--- src/rtl/wfl_pkg.sv ---
package wfl_pkg;

  localparam int WIN_W = 4;

  typedef enum logic [1:0] {
    PAT_ZERO  = 2'b00,
    PAT_ONE   = 2'b01,
    PAT_CHECK = 2'b10,
    PAT_RSVD  = 2'b11
  } pat_mode_e;

  // Second capture of a single upset seen under alternating enable.
  function automatic logic pair_match(input logic [WIN_W-1:0] first,
                                      input logic [WIN_W-1:0] second);
    return ((first == 4'b1000) && (second == 4'b0010)) ||
           ((first == 4'b0100) && (second == 4'b0001));
  endfunction

endpackage

--- src/rtl/wfl_expect_gen.sv ---
module wfl_expect_gen
  import wfl_pkg::*;
#(
  parameter int LAT_W = 16
) (
  input  logic             clk,
  input  logic             rst_n,
  input  logic             start,
  input  logic [1:0]       mode,
  input  logic [LAT_W-1:0] latency,
  output logic             check_en,
  output logic [WIN_W-1:0] exp_win
);

  logic             running;
  logic [LAT_W-1:0] lat_cnt;
  logic             phase;
  pat_mode_e        mode_e;

  assign mode_e   = pat_mode_e'(mode);
  assign check_en = running && (lat_cnt == '0) && !start;

  always_ff @(posedge clk or negedge rst_n) begin
    if (!rst_n) begin
      running <= 1'b0;
      lat_cnt <= '0;
      phase   <= 1'b0;
    end else if (start) begin
      running <= 1'b1;
      lat_cnt <= latency;
      phase   <= 1'b0;
    end else begin
      if (lat_cnt != '0) lat_cnt <= lat_cnt - 1'b1;
      if (check_en)      phase   <= ~phase;
    end
  end

  always_comb begin
    unique case (mode_e)
      PAT_ONE:   exp_win = '1;
      PAT_CHECK: exp_win = phase ? 4'b1010 : 4'b0101;
      default:   exp_win = '0;
    endcase
  end

  // Checking waits for the hold-off count after start.
  AST_HOLDOFF: assert property (@(posedge clk) disable iff (!rst_n)
    (start && (latency != '0)) |=> !check_en);

  // Phase advances only on checked captures.
  AST_PHASE_IDLE: assert property (@(posedge clk) disable iff (!rst_n)
    (!check_en && !start) |=> $stable(phase));

endmodule

--- src/rtl/wfl_fault_track.sv ---
module wfl_fault_track
  import wfl_pkg::*;
#(
  parameter int CNT_W = 16
) (
  input  logic             clk,
  input  logic             rst_n,
  input  logic             start,
  input  logic             check_en,
  input  logic             alt_en,
  input  logic [WIN_W-1:0] win,
  input  logic [WIN_W-1:0] exp_win,
  output logic             fault,
  output logic [WIN_W-1:0] mask,
  output logic             paired,
  output logic [CNT_W-1:0] err_cnt,
  output logic [CNT_W-1:0] burst_cnt
);

  localparam logic [CNT_W-1:0] CNT_MAX = '1;

  logic [WIN_W-1:0] prev_mask;
  logic             burst_hit;

  assign mask      = win ^ exp_win;
  assign fault     = check_en && (mask != '0);
  assign paired    = fault && alt_en && pair_match(prev_mask, mask);
  assign burst_hit = fault && (prev_mask != '0) && !paired;

  always_ff @(posedge clk or negedge rst_n) begin
    if (!rst_n) begin
      prev_mask <= '0;
      err_cnt   <= '0;
      burst_cnt <= '0;
    end else if (start) begin
      prev_mask <= '0;
      err_cnt   <= '0;
      burst_cnt <= '0;
    end else begin
      prev_mask <= check_en ? mask : '0;
      if (fault && (err_cnt != CNT_MAX))       err_cnt   <= err_cnt + 1'b1;
      if (burst_hit && (burst_cnt != CNT_MAX)) burst_cnt <= burst_cnt + 1'b1;
    end
  end

  AST_ERR_SATURATES: assert property (@(posedge clk) disable iff (!rst_n)
    ((err_cnt == CNT_MAX) && !start) |=> (err_cnt == CNT_MAX));

  AST_BURST_SATURATES: assert property (@(posedge clk) disable iff (!rst_n)
    ((burst_cnt == CNT_MAX) && !start) |=> (burst_cnt == CNT_MAX));

  AST_BURST_LE_ERR: assert property (@(posedge clk) disable iff (!rst_n)
    burst_cnt <= err_cnt);

  AST_PAIR_NO_BURST: assert property (@(posedge clk) disable iff (!rst_n)
    (paired && !start) |=> $stable(burst_cnt));

endmodule

--- src/rtl/wfl_event_fifo.sv ---
module wfl_event_fifo #(
  parameter int DW    = 37,
  parameter int DEPTH = 8
) (
  input  logic          clk,
  input  logic          rst_n,
  input  logic          flush,
  input  logic          push,
  input  logic [DW-1:0] push_data,
  output logic          full,
  output logic          out_valid,
  input  logic          out_ready,
  output logic [DW-1:0] out_data
);

  localparam int AW = (DEPTH > 1) ? $clog2(DEPTH) : 1;
  localparam int CW = $clog2(DEPTH + 1);

  logic [DW-1:0] mem [DEPTH];
  logic [AW-1:0] rd_ptr, wr_ptr;
  logic [CW-1:0] count;
  logic          do_push, do_pop;

  function automatic logic [AW-1:0] ptr_next(input logic [AW-1:0] p);
    return (p == AW'(DEPTH - 1)) ? '0 : p + 1'b1;
  endfunction

  assign full      = (count == CW'(DEPTH));
  assign out_valid = (count != '0);
  assign out_data  = mem[rd_ptr];
  assign do_push   = push && !full;
  assign do_pop    = out_valid && out_ready;

  always_ff @(posedge clk or negedge rst_n) begin
    if (!rst_n) begin
      rd_ptr <= '0;
      wr_ptr <= '0;
      count  <= '0;
    end else if (flush) begin
      rd_ptr <= '0;
      wr_ptr <= '0;
      count  <= '0;
    end else begin
      if (do_push) wr_ptr <= ptr_next(wr_ptr);
      if (do_pop)  rd_ptr <= ptr_next(rd_ptr);
      count <= count + CW'(do_push) - CW'(do_pop);
    end
  end

  always_ff @(posedge clk) begin
    if (do_push && !flush) mem[wr_ptr] <= push_data;
  end

  AST_NO_OVERFLOW: assert property (@(posedge clk) disable iff (!rst_n)
    push |-> !full);

  AST_HOLD_STALL: assert property (@(posedge clk) disable iff (!rst_n)
    (out_valid && !out_ready && !flush) |=> (out_valid && $stable(out_data)));

  AST_COUNT_BOUND: assert property (@(posedge clk) disable iff (!rst_n)
    count <= CW'(DEPTH));

endmodule

--- src/rtl/win_fault_logger.sv ---
module win_fault_logger
  import wfl_pkg::*;
#(
  parameter int TS_W       = 32,
  parameter int CNT_W      = 16,
  parameter int FIFO_DEPTH = 8,
  parameter int LAT_W      = 16
) (
  input  logic             clk,
  input  logic             rst_n,
  input  logic             start,
  input  logic [1:0]       pat_mode,
  input  logic             alt_en,
  input  logic [LAT_W-1:0] latency,
  input  logic [3:0]       win_in,
  output logic             ev_valid,
  input  logic             ev_ready,
  output logic [TS_W-1:0]  ev_ts,
  output logic [3:0]       ev_mask,
  output logic             ev_paired,
  output logic [CNT_W-1:0] err_count,
  output logic [CNT_W-1:0] burst_count,
  output logic             overflow
);

  localparam int EV_W = TS_W + WIN_W + 1;

  logic             check_en;
  logic [WIN_W-1:0] exp_win;
  logic             fault;
  logic [WIN_W-1:0] mask;
  logic             paired;
  logic             q_full;
  logic [TS_W-1:0]  ts;
  logic [EV_W-1:0]  ev_in, ev_out;

  wfl_expect_gen #(.LAT_W(LAT_W)) u_exp (
    .clk      (clk),
    .rst_n    (rst_n),
    .start    (start),
    .mode     (pat_mode),
    .latency  (latency),
    .check_en (check_en),
    .exp_win  (exp_win)
  );

  wfl_fault_track #(.CNT_W(CNT_W)) u_trk (
    .clk       (clk),
    .rst_n     (rst_n),
    .start     (start),
    .check_en  (check_en),
    .alt_en    (alt_en),
    .win       (win_in),
    .exp_win   (exp_win),
    .fault     (fault),
    .mask      (mask),
    .paired    (paired),
    .err_cnt   (err_count),
    .burst_cnt (burst_count)
  );

  always_ff @(posedge clk or negedge rst_n) begin
    if (!rst_n) begin
      ts       <= '0;
      overflow <= 1'b0;
    end else if (start) begin
      ts       <= '0;
      overflow <= 1'b0;
    end else begin
      ts <= ts + 1'b1;
      if (fault && q_full) overflow <= 1'b1;
    end
  end

  assign ev_in = {ts, mask, paired};

  wfl_event_fifo #(.DW(EV_W), .DEPTH(FIFO_DEPTH)) u_q (
    .clk       (clk),
    .rst_n     (rst_n),
    .flush     (start),
    .push      (fault && !q_full),
    .push_data (ev_in),
    .full      (q_full),
    .out_valid (ev_valid),
    .out_ready (ev_ready),
    .out_data  (ev_out)
  );

  assign ev_ts     = ev_out[EV_W-1 -: TS_W];
  assign ev_mask   = ev_out[1 +: WIN_W];
  assign ev_paired = ev_out[0];

  AST_IDLE_NO_COUNT: assert property (@(posedge clk) disable iff (!rst_n)
    (!check_en && !start) |=> $stable(err_count));

  AST_START_CLEARS: assert property (@(posedge clk) disable iff (!rst_n)
    start |=> ((err_count == '0) && (burst_count == '0) && !ev_valid && !overflow));

  AST_OVF_STICKY: assert property (@(posedge clk) disable iff (!rst_n)
    (overflow && !start) |=> overflow);

endmodule

--- config.mk ---
export PLATFORM = sky130hd
export DESIGN_NAME = win_fault_logger
export DESIGN_NICKNAME = d
export VERILOG_FILES = /design/src/rtl/wfl_pkg.sv /design/src/rtl/wfl_expect_gen.sv /design/src/rtl/wfl_fault_track.sv /design/src/rtl/wfl_event_fifo.sv /design/src/rtl/win_fault_logger.sv
export SDC_FILE = /design/constraint.sdc
export NUM_CORES = 1
export LEC_CHECK = 0
export BUFFER_PORTS_ARGS = -buffer_cell sky130_fd_sc_hd__buf_2
export CORE_UTILIZATION = 45
export CTS_CLUSTER_DIAMETER = 50
export CTS_CLUSTER_SIZE = 10
export DETAILED_ROUTE_END_ITERATION = 16
export MAX_ROUTING_LAYER = met4
export PLACE_DENSITY_LB_ADDON = 0.2
export SYNTH_ARGS = -nofsm -noshare
export SYNTH_HDL_FRONTEND = slang
export SYNTH_SLANG_ARGS = --single-unit
export TNS_END_PERCENT = 20
--- constraint.sdc ---
create_clock -name clk -period 12.9 [get_ports clk]
set_input_delay 2.58 -clock clk [delete_from_list [all_inputs] [get_ports clk]]
set_output_delay 2.58 -clock clk [all_outputs]
set_load 0.02 [all_outputs]
---- Yosys cells after proc, flatten, opt, wreduce, memory -nomap -nowiden ----
Memory sizes are Yosys's and may differ from the RTL's.
Index checks and enable logic that the tools add are counted.
word-level totals
  register bits ........................... 97
  memory bits (writable) .................. 296
  input bits .............................. 27
  output and inout port bits .............. 71
  word-level logic and storage cells ...... 89
  memories kept ........................... 1
memories
  name     words  bits a word  read ports  clocked after Yosys merged registers in  write ports  RTL line              source
  u_q.mem  8      37           1           0                                        1            wfl_event_fifo.sv:19  logic [DW-1:0] mem [DEPTH];
cells by class
  add/sub/neg operators ................... 8
  equality and inequality tests ........... 11
  mux-type cells .......................... 24
  bitwise logic cells ..................... 2
  reduce and logical (&&, ||, !) cells .... 32
operator list
  kind                                                                    number
  16-bit 2-to-1 mux                                                       6
  16-bit by 1-bit adder with 16-bit output (second input constant)        2
  32-bit by 1-bit adder with 32-bit output (second input constant)        1
  32-bit 2-to-1 mux                                                       1
  16-bit != test (second input constant)                                  2
  3-bit 2-to-1 mux                                                        6
  1-bit logical AND                                                       16
  16-bit logical NOT                                                      1
  4-bit 2-to-1 mux                                                        4
  16-bit nonzero test                                                     1
  16-bit by 1-bit subtractor with 16-bit output (second input constant)   1
  2-bit nonzero test                                                      7
  4-bit nonzero test                                                      3
  4-bit equality test (second input constant)                             2
  4-bit case mux with 2 select lines                                      1
  3-bit by 1-bit adder with 3-bit output (second input constant)          2
  3-bit equality test (second input constant)                             2
  1-bit 2-to-1 mux                                                        6
  4-bit by 1-bit adder with 4-bit output                                  1
  4-bit by 1-bit equality test with 1-bit output (second input constant)  1
  4-bit by 2-bit equality test with 1-bit output (second input constant)  1
  4-bit by 3-bit equality test with 1-bit output (second input constant)  1
  4-bit by 1-bit subtractor with 4-bit output                             1
  4-bit bitwise XOR                                                       1
  other kinds (5)                                                         7

---- Logic depth before layout (Yosys ltp) ----
  depth after elaboration ................. 12
  gate-level depth with buffers ........... 14
  gate-level depth less buffers ........... 13

---- By module ----
Synthesis repeated with hierarchy kept, for this count alone.
unflattened totals
  cells, all modules ...................... 1018
  area, all modules ....................... 16717.3 um2
modules (own cells, without submodules)
  module            times used  cells each  area each (um2)  seq. area each (um2)
  wfl_event_fifo    1           508         11821.3          9138.8
  wfl_fault_track   1           222         2123.3           900.9
  win_fault_logger  1           170         1651.6           825.8
  wfl_expect_gen    1           118         1121.1           450.4

---- Worst setup path before layout ----
No wires, ideal clock.
  kind .................................... input-to-reg
  from .................................... in pat_mode[0]
  to ...................................... mem u_q.mem[2][0] (enable)
  library setup time ...................... 0.537 ns
  data arrival time ....................... 7.943 ns
  data required time ...................... 12.363 ns
  path slack .............................. 4.421 ns
  stages .................................. 9
  path buffers ............................ 1
  cell sequence ........................... inv_1 -> ha_1 -> clkbuf_1 -> nor3b_1 -> a21boi_0 -> a2bb2oi_1 -> or2_2 -> nand2b_1 -> nor4b_1
between the ends
  word-level cells in the longest chain between the ends .. 10
  elaborated cells on any way between the ends .. 11
  classes of those cells .................. eq/ne (2); mux (3); bitwise (1); reduce/logical (5)
ends and longest elaborated chain
  what                                                                                          RTL line                source
  start: declaration                                                                            win_fault_logger.sv:12  input logic [1:0] pat_mode,
  2-bit equality test / 2-bit by 1-bit equality test with 1-bit output (equally long branches)  wfl_expect_gen.sv:39    unique case (mode_e)
  4-bit case mux with 2 select lines *                                                          wfl_expect_gen.sv:39
  4-bit bitwise XOR *                                                                           wfl_fault_track.sv:25   assign mask = win ^ exp_win;
  4-bit nonzero test *                                                                          wfl_fault_track.sv:26   assign fault = check_en && (mask != '0);
  1-bit logical AND *                                                                           wfl_fault_track.sv:26
  1-bit logical AND *                                                                           win_fault_logger.sv:81  .push (fault && !q_full),
  1-bit logical AND *                                                                           wfl_event_fifo.sv:31    assign do_push = push && !full;
  1-bit logical AND *                                                                           wfl_event_fifo.sv:51    if (do_push && !flush) mem[wr_ptr] <= push_data;
  1-bit 2-to-1 mux *                                                                            wfl_event_fifo.sv:51
  1-bit 2-to-1 mux (not written as such) *                                                      wfl_event_fifo.sv:51
  end: declaration                                                                              wfl_event_fifo.sv:19
Every way passes the cells marked *; elsewhere a longest branch is shown, timed or not.

---- Final worst setup path ----
  from .................................... reg u_q.rd_ptr[0]
  to ...................................... out ev_ts[30]
between the ends
  word-level cells in the longest chain between the ends .. 1
ends and longest elaborated chain
  what                      RTL line                source
  start: declaration        wfl_event_fifo.sv:20    logic [AW-1:0] rd_ptr, wr_ptr;
  start signal: assignment  wfl_event_fifo.sv:45    if (do_pop) rd_ptr <= ptr_next(rd_ptr);
  memory read 8 x 37 bit    n/a
  end: declaration          win_fault_logger.sv:18  output logic [TS_W-1:0] ev_ts,
No other way between the ends.

==> qor.txt <==
outcome - finished, violations left
violated checks - design-rule violations
number of antenna violations at the first check in global routing - 0
Die Ht - 192.8 µm
total setup buffers inserted after CTS - 0
cell taking the most area after synthesis - edfxtp_1
Num CTS Buffers - 48
WHS Endpoint - overflow$_DFFE_PN0P_
Data arrival, critical path - 3.36 ns
first-pass GRT wire length - 50,890 µm
Die Width - 192.8 µm
Unique masters post-synth - 59
Slew Limit Headroom - 29.00%
Total GRT Usage - 18.49%
total of warnings raised by yosys - 0
I/O pins - 98
Cells on Worst Hold Path - 2
Crit Path Category - flop to primary output
#FFs+latches synth - 393
Main synth FF type - edfxtp_1
min-delay src - overflow$_DFFE_PN0P_
CP endpoint kind - primary output
placed insts - 1,525
busiest grt layer - met2
largest net degree at the start of global routing - 56
Bufs on Longest Clock Path - 3
Non-Filler Instances - 1,613
H-tree depth - 2
gpl congestion - 0.7872
Final Skew - 0.01843 ns
Yosys top cell area share - 54.29%
CP max FO - 52
Hold Vio Cnt, Final - 0
CTS Hold Bufs - 0
Post-Syn Area per Cell - 16.46 µm²
ANT cells - 0
Die ar. - 0.03715 mm²
IO Port Bufs - 97
Min-Delay Path Class - flop to flop
worst vdd ir - 0.09484 mV
TritonRoute pass-1 iters - 11
Commonest cells post-synth - edfxtp_1 (296), dfrtp_1 (97), mux4_2 (74)
Post-Synthesis Cells - 995
WL final - 31,950 µm
grt total ovfl - 0
via count - 8,929
Initial Util - 45.92%
final setup fails - 0
Skew-Pair Late Insertion Delay - 0.55 ns
ranking of synthesized cells by area - edfxtp_1 (54%), dfrtp_1 (15%), mux4_2 (10%), mux2_2 (2.8%), xor2_1 (1.8%)
synthesized area - 0.01637 mm²
Worst-path clk slew - 0.05 ns
leakage power - 0.006815 µW
area delta synth->final - 15.70%
Pins Over Slew Limit - 0
share of cells above drive strength 1 - 26.22%
WP data required - 10.32 ns
Root Driver - clkbuf_16
max_cap viols - 0
Worst Reg2Reg Path Length in Cells - 9
fin crit share - 46.03%
post-route antenna net violation count - 0
Residual DRC - 4
utilization after layout - 53.13%
Syn Nets - 1,040
Rows - 69
reg-to-reg setup timing slack - 8.33 ns
CTS Sinks - 393
hpwl dp - 17,900 µm
CTS tree - yes
vias per cell - 5.536
FF-to-FF End - u_q.mem[1][19]$_DFFE_PP_
setup TNS - 0 ns
Worst setup SP type - flop
r2r startpoint - u_exp.lat_cnt[8]$_DFFE_PN0P_
number of synthesized flops with an enable pin - 296
Period minus WS final - 5.937 ns
post-cts sizing count - 0
vias in the first global route - 9,189
grt met2 use - 29.65%
sequential share of the synthesized area - 69.11%
Filler Cells Inserted - 2,880
worst-margin pin slew - 1.065 ns
nets - 1,159
asr flop ratio synth - 24.68%
Core Area - 0.03566 mm²
Power Density - 162.2 mW/mm²
DRT iter0 DRCs - 538
drt wl/cell - 19.80 µm
most common cell in the netlist - edfxtp_1
met1 GRT Util - 24.50%
setup repair after global routing missed its margin - no
f_max - 0.1684 GHz
met3 Use GR - 3.164%
-- worst max path at each step --
stage	startpoint	end	slack, ns	cells after the start
3_3_place_gp	pat_mode[0]	u_q.mem[1][30]$_DFFE_PP_	6.51	12
3_5_place_dp	pat_mode[0]	u_q.mem[1][22]$_DFFE_PP_	6.43	12
2_1_floorplan	pat_mode[0]	u_q.mem[2][0]$_DFFE_PP_	4.42	9
5_1_grt	u_q.rd_ptr[0]$_DFFE_PN0P_	ev_ts[31]	6.70	4
4_1_cts	u_q.rd_ptr[0]$_DFFE_PN0P_	ev_ts[27]	6.82	4
6_report	u_q.rd_ptr[0]$_DFFE_PN0P_	ev_ts[30]	6.96	4
-- sequential cells by signal, indices dropped and copies added (netlist names) --
name,count
u_q.mem,296
ts,32
u_exp.lat_cnt,16
u_trk.burst_cnt,16
u_trk.err_cnt,16
u_q.count,4
u_trk.prev_mask,4
u_q.rd_ptr,3
u_q.wr_ptr,3
overflow,1
u_exp.phase,1
u_exp.running,1
-- through the flow --
step	power (µW)	cell area [µm²]	hold slack, ns	setup slack, ns
2_1_floorplan	1719	16370	0.5270	4.421
3_3_place_gp	1820	17440	0.5312	6.507
3_5_place_dp	1825	17440	0.5291	6.434
4_1_cts	3115	18940	0.5399	6.823
5_1_grt	3195	18940	0.5606	6.697
6_report	3073	18940	0.5366	6.963
-- layout by cell type (no fill, tap or decap), drive strengths merged, types with 15 or more instances in the layout --
master	count
clkbuf	76
nor3	16
mux4	74
xnor2	15
buf	112
a21oi	20
nor4	16
mux2	41
o21ai	27
inv	22
nor2	57
edfxtp	296
nand3	27
xor2	33
ha	17
dfrtp	97
nand2	52
-- layer usage --
metal	vias up	part of all wire, %
met5	-	0
met4	0	1.8
met3	49	4.4
met2	188	48
met1	4567	46
li1	4125	-
-- cells by family (layout without fill, tap and decap cells) --
| logic type | Yosys count | in the layout | synth area share, % |
|---|---|---|---|
| adders and majority gates | 18 | 18 | 1.421 |
| buffers and inverters | 65 | 222 | 1.574 |
| xor gates and xnor gates | 48 | 48 | 2.568 |
| muxes | 117 | 117 | 13.12 |
| AOI/OAI and AO/OA | 89 | 89 | 3.554 |
| and+or+nand+nor | 265 | 265 | 8.651 |
| DFF | 393 | 393 | 69.11 |
-- critical path, cell delays in order (launching register included) --
cell and delay (ns):
dfrtp_4 0.77, buf_4 0.90, mux4_2 0.61, mux2_2 0.32, buf_2 0.17
-- cell type report --
class                           count  area, µm²  share of cell area [%]
Multi-Input combinational cell    537       4851                   25.61
Timing Repair Buffer              112      603.1                   3.184
Inverter                           22      82.58                  0.4359
Sequential cell                   393      11320                   59.78
Clock buffer                       76       1306                   6.896
Tap cell                          461      576.8                   3.045
Clock inverter                     12      198.9                   1.050
-- power breakdown --
group | total, µW | switching, µW | internal (µW) | leakage (µW)
Combinational | 387 | 192 | 195 | 0.00207
Clock | 1280 | 491 | 792 | 0.000715
Sequential | 1400 | 35.3 | 1370 | 0.00403
Total | 3070 | 719 | 2350 | 0.00681
No activity file was read; power rests on OpenSTA's default activity.
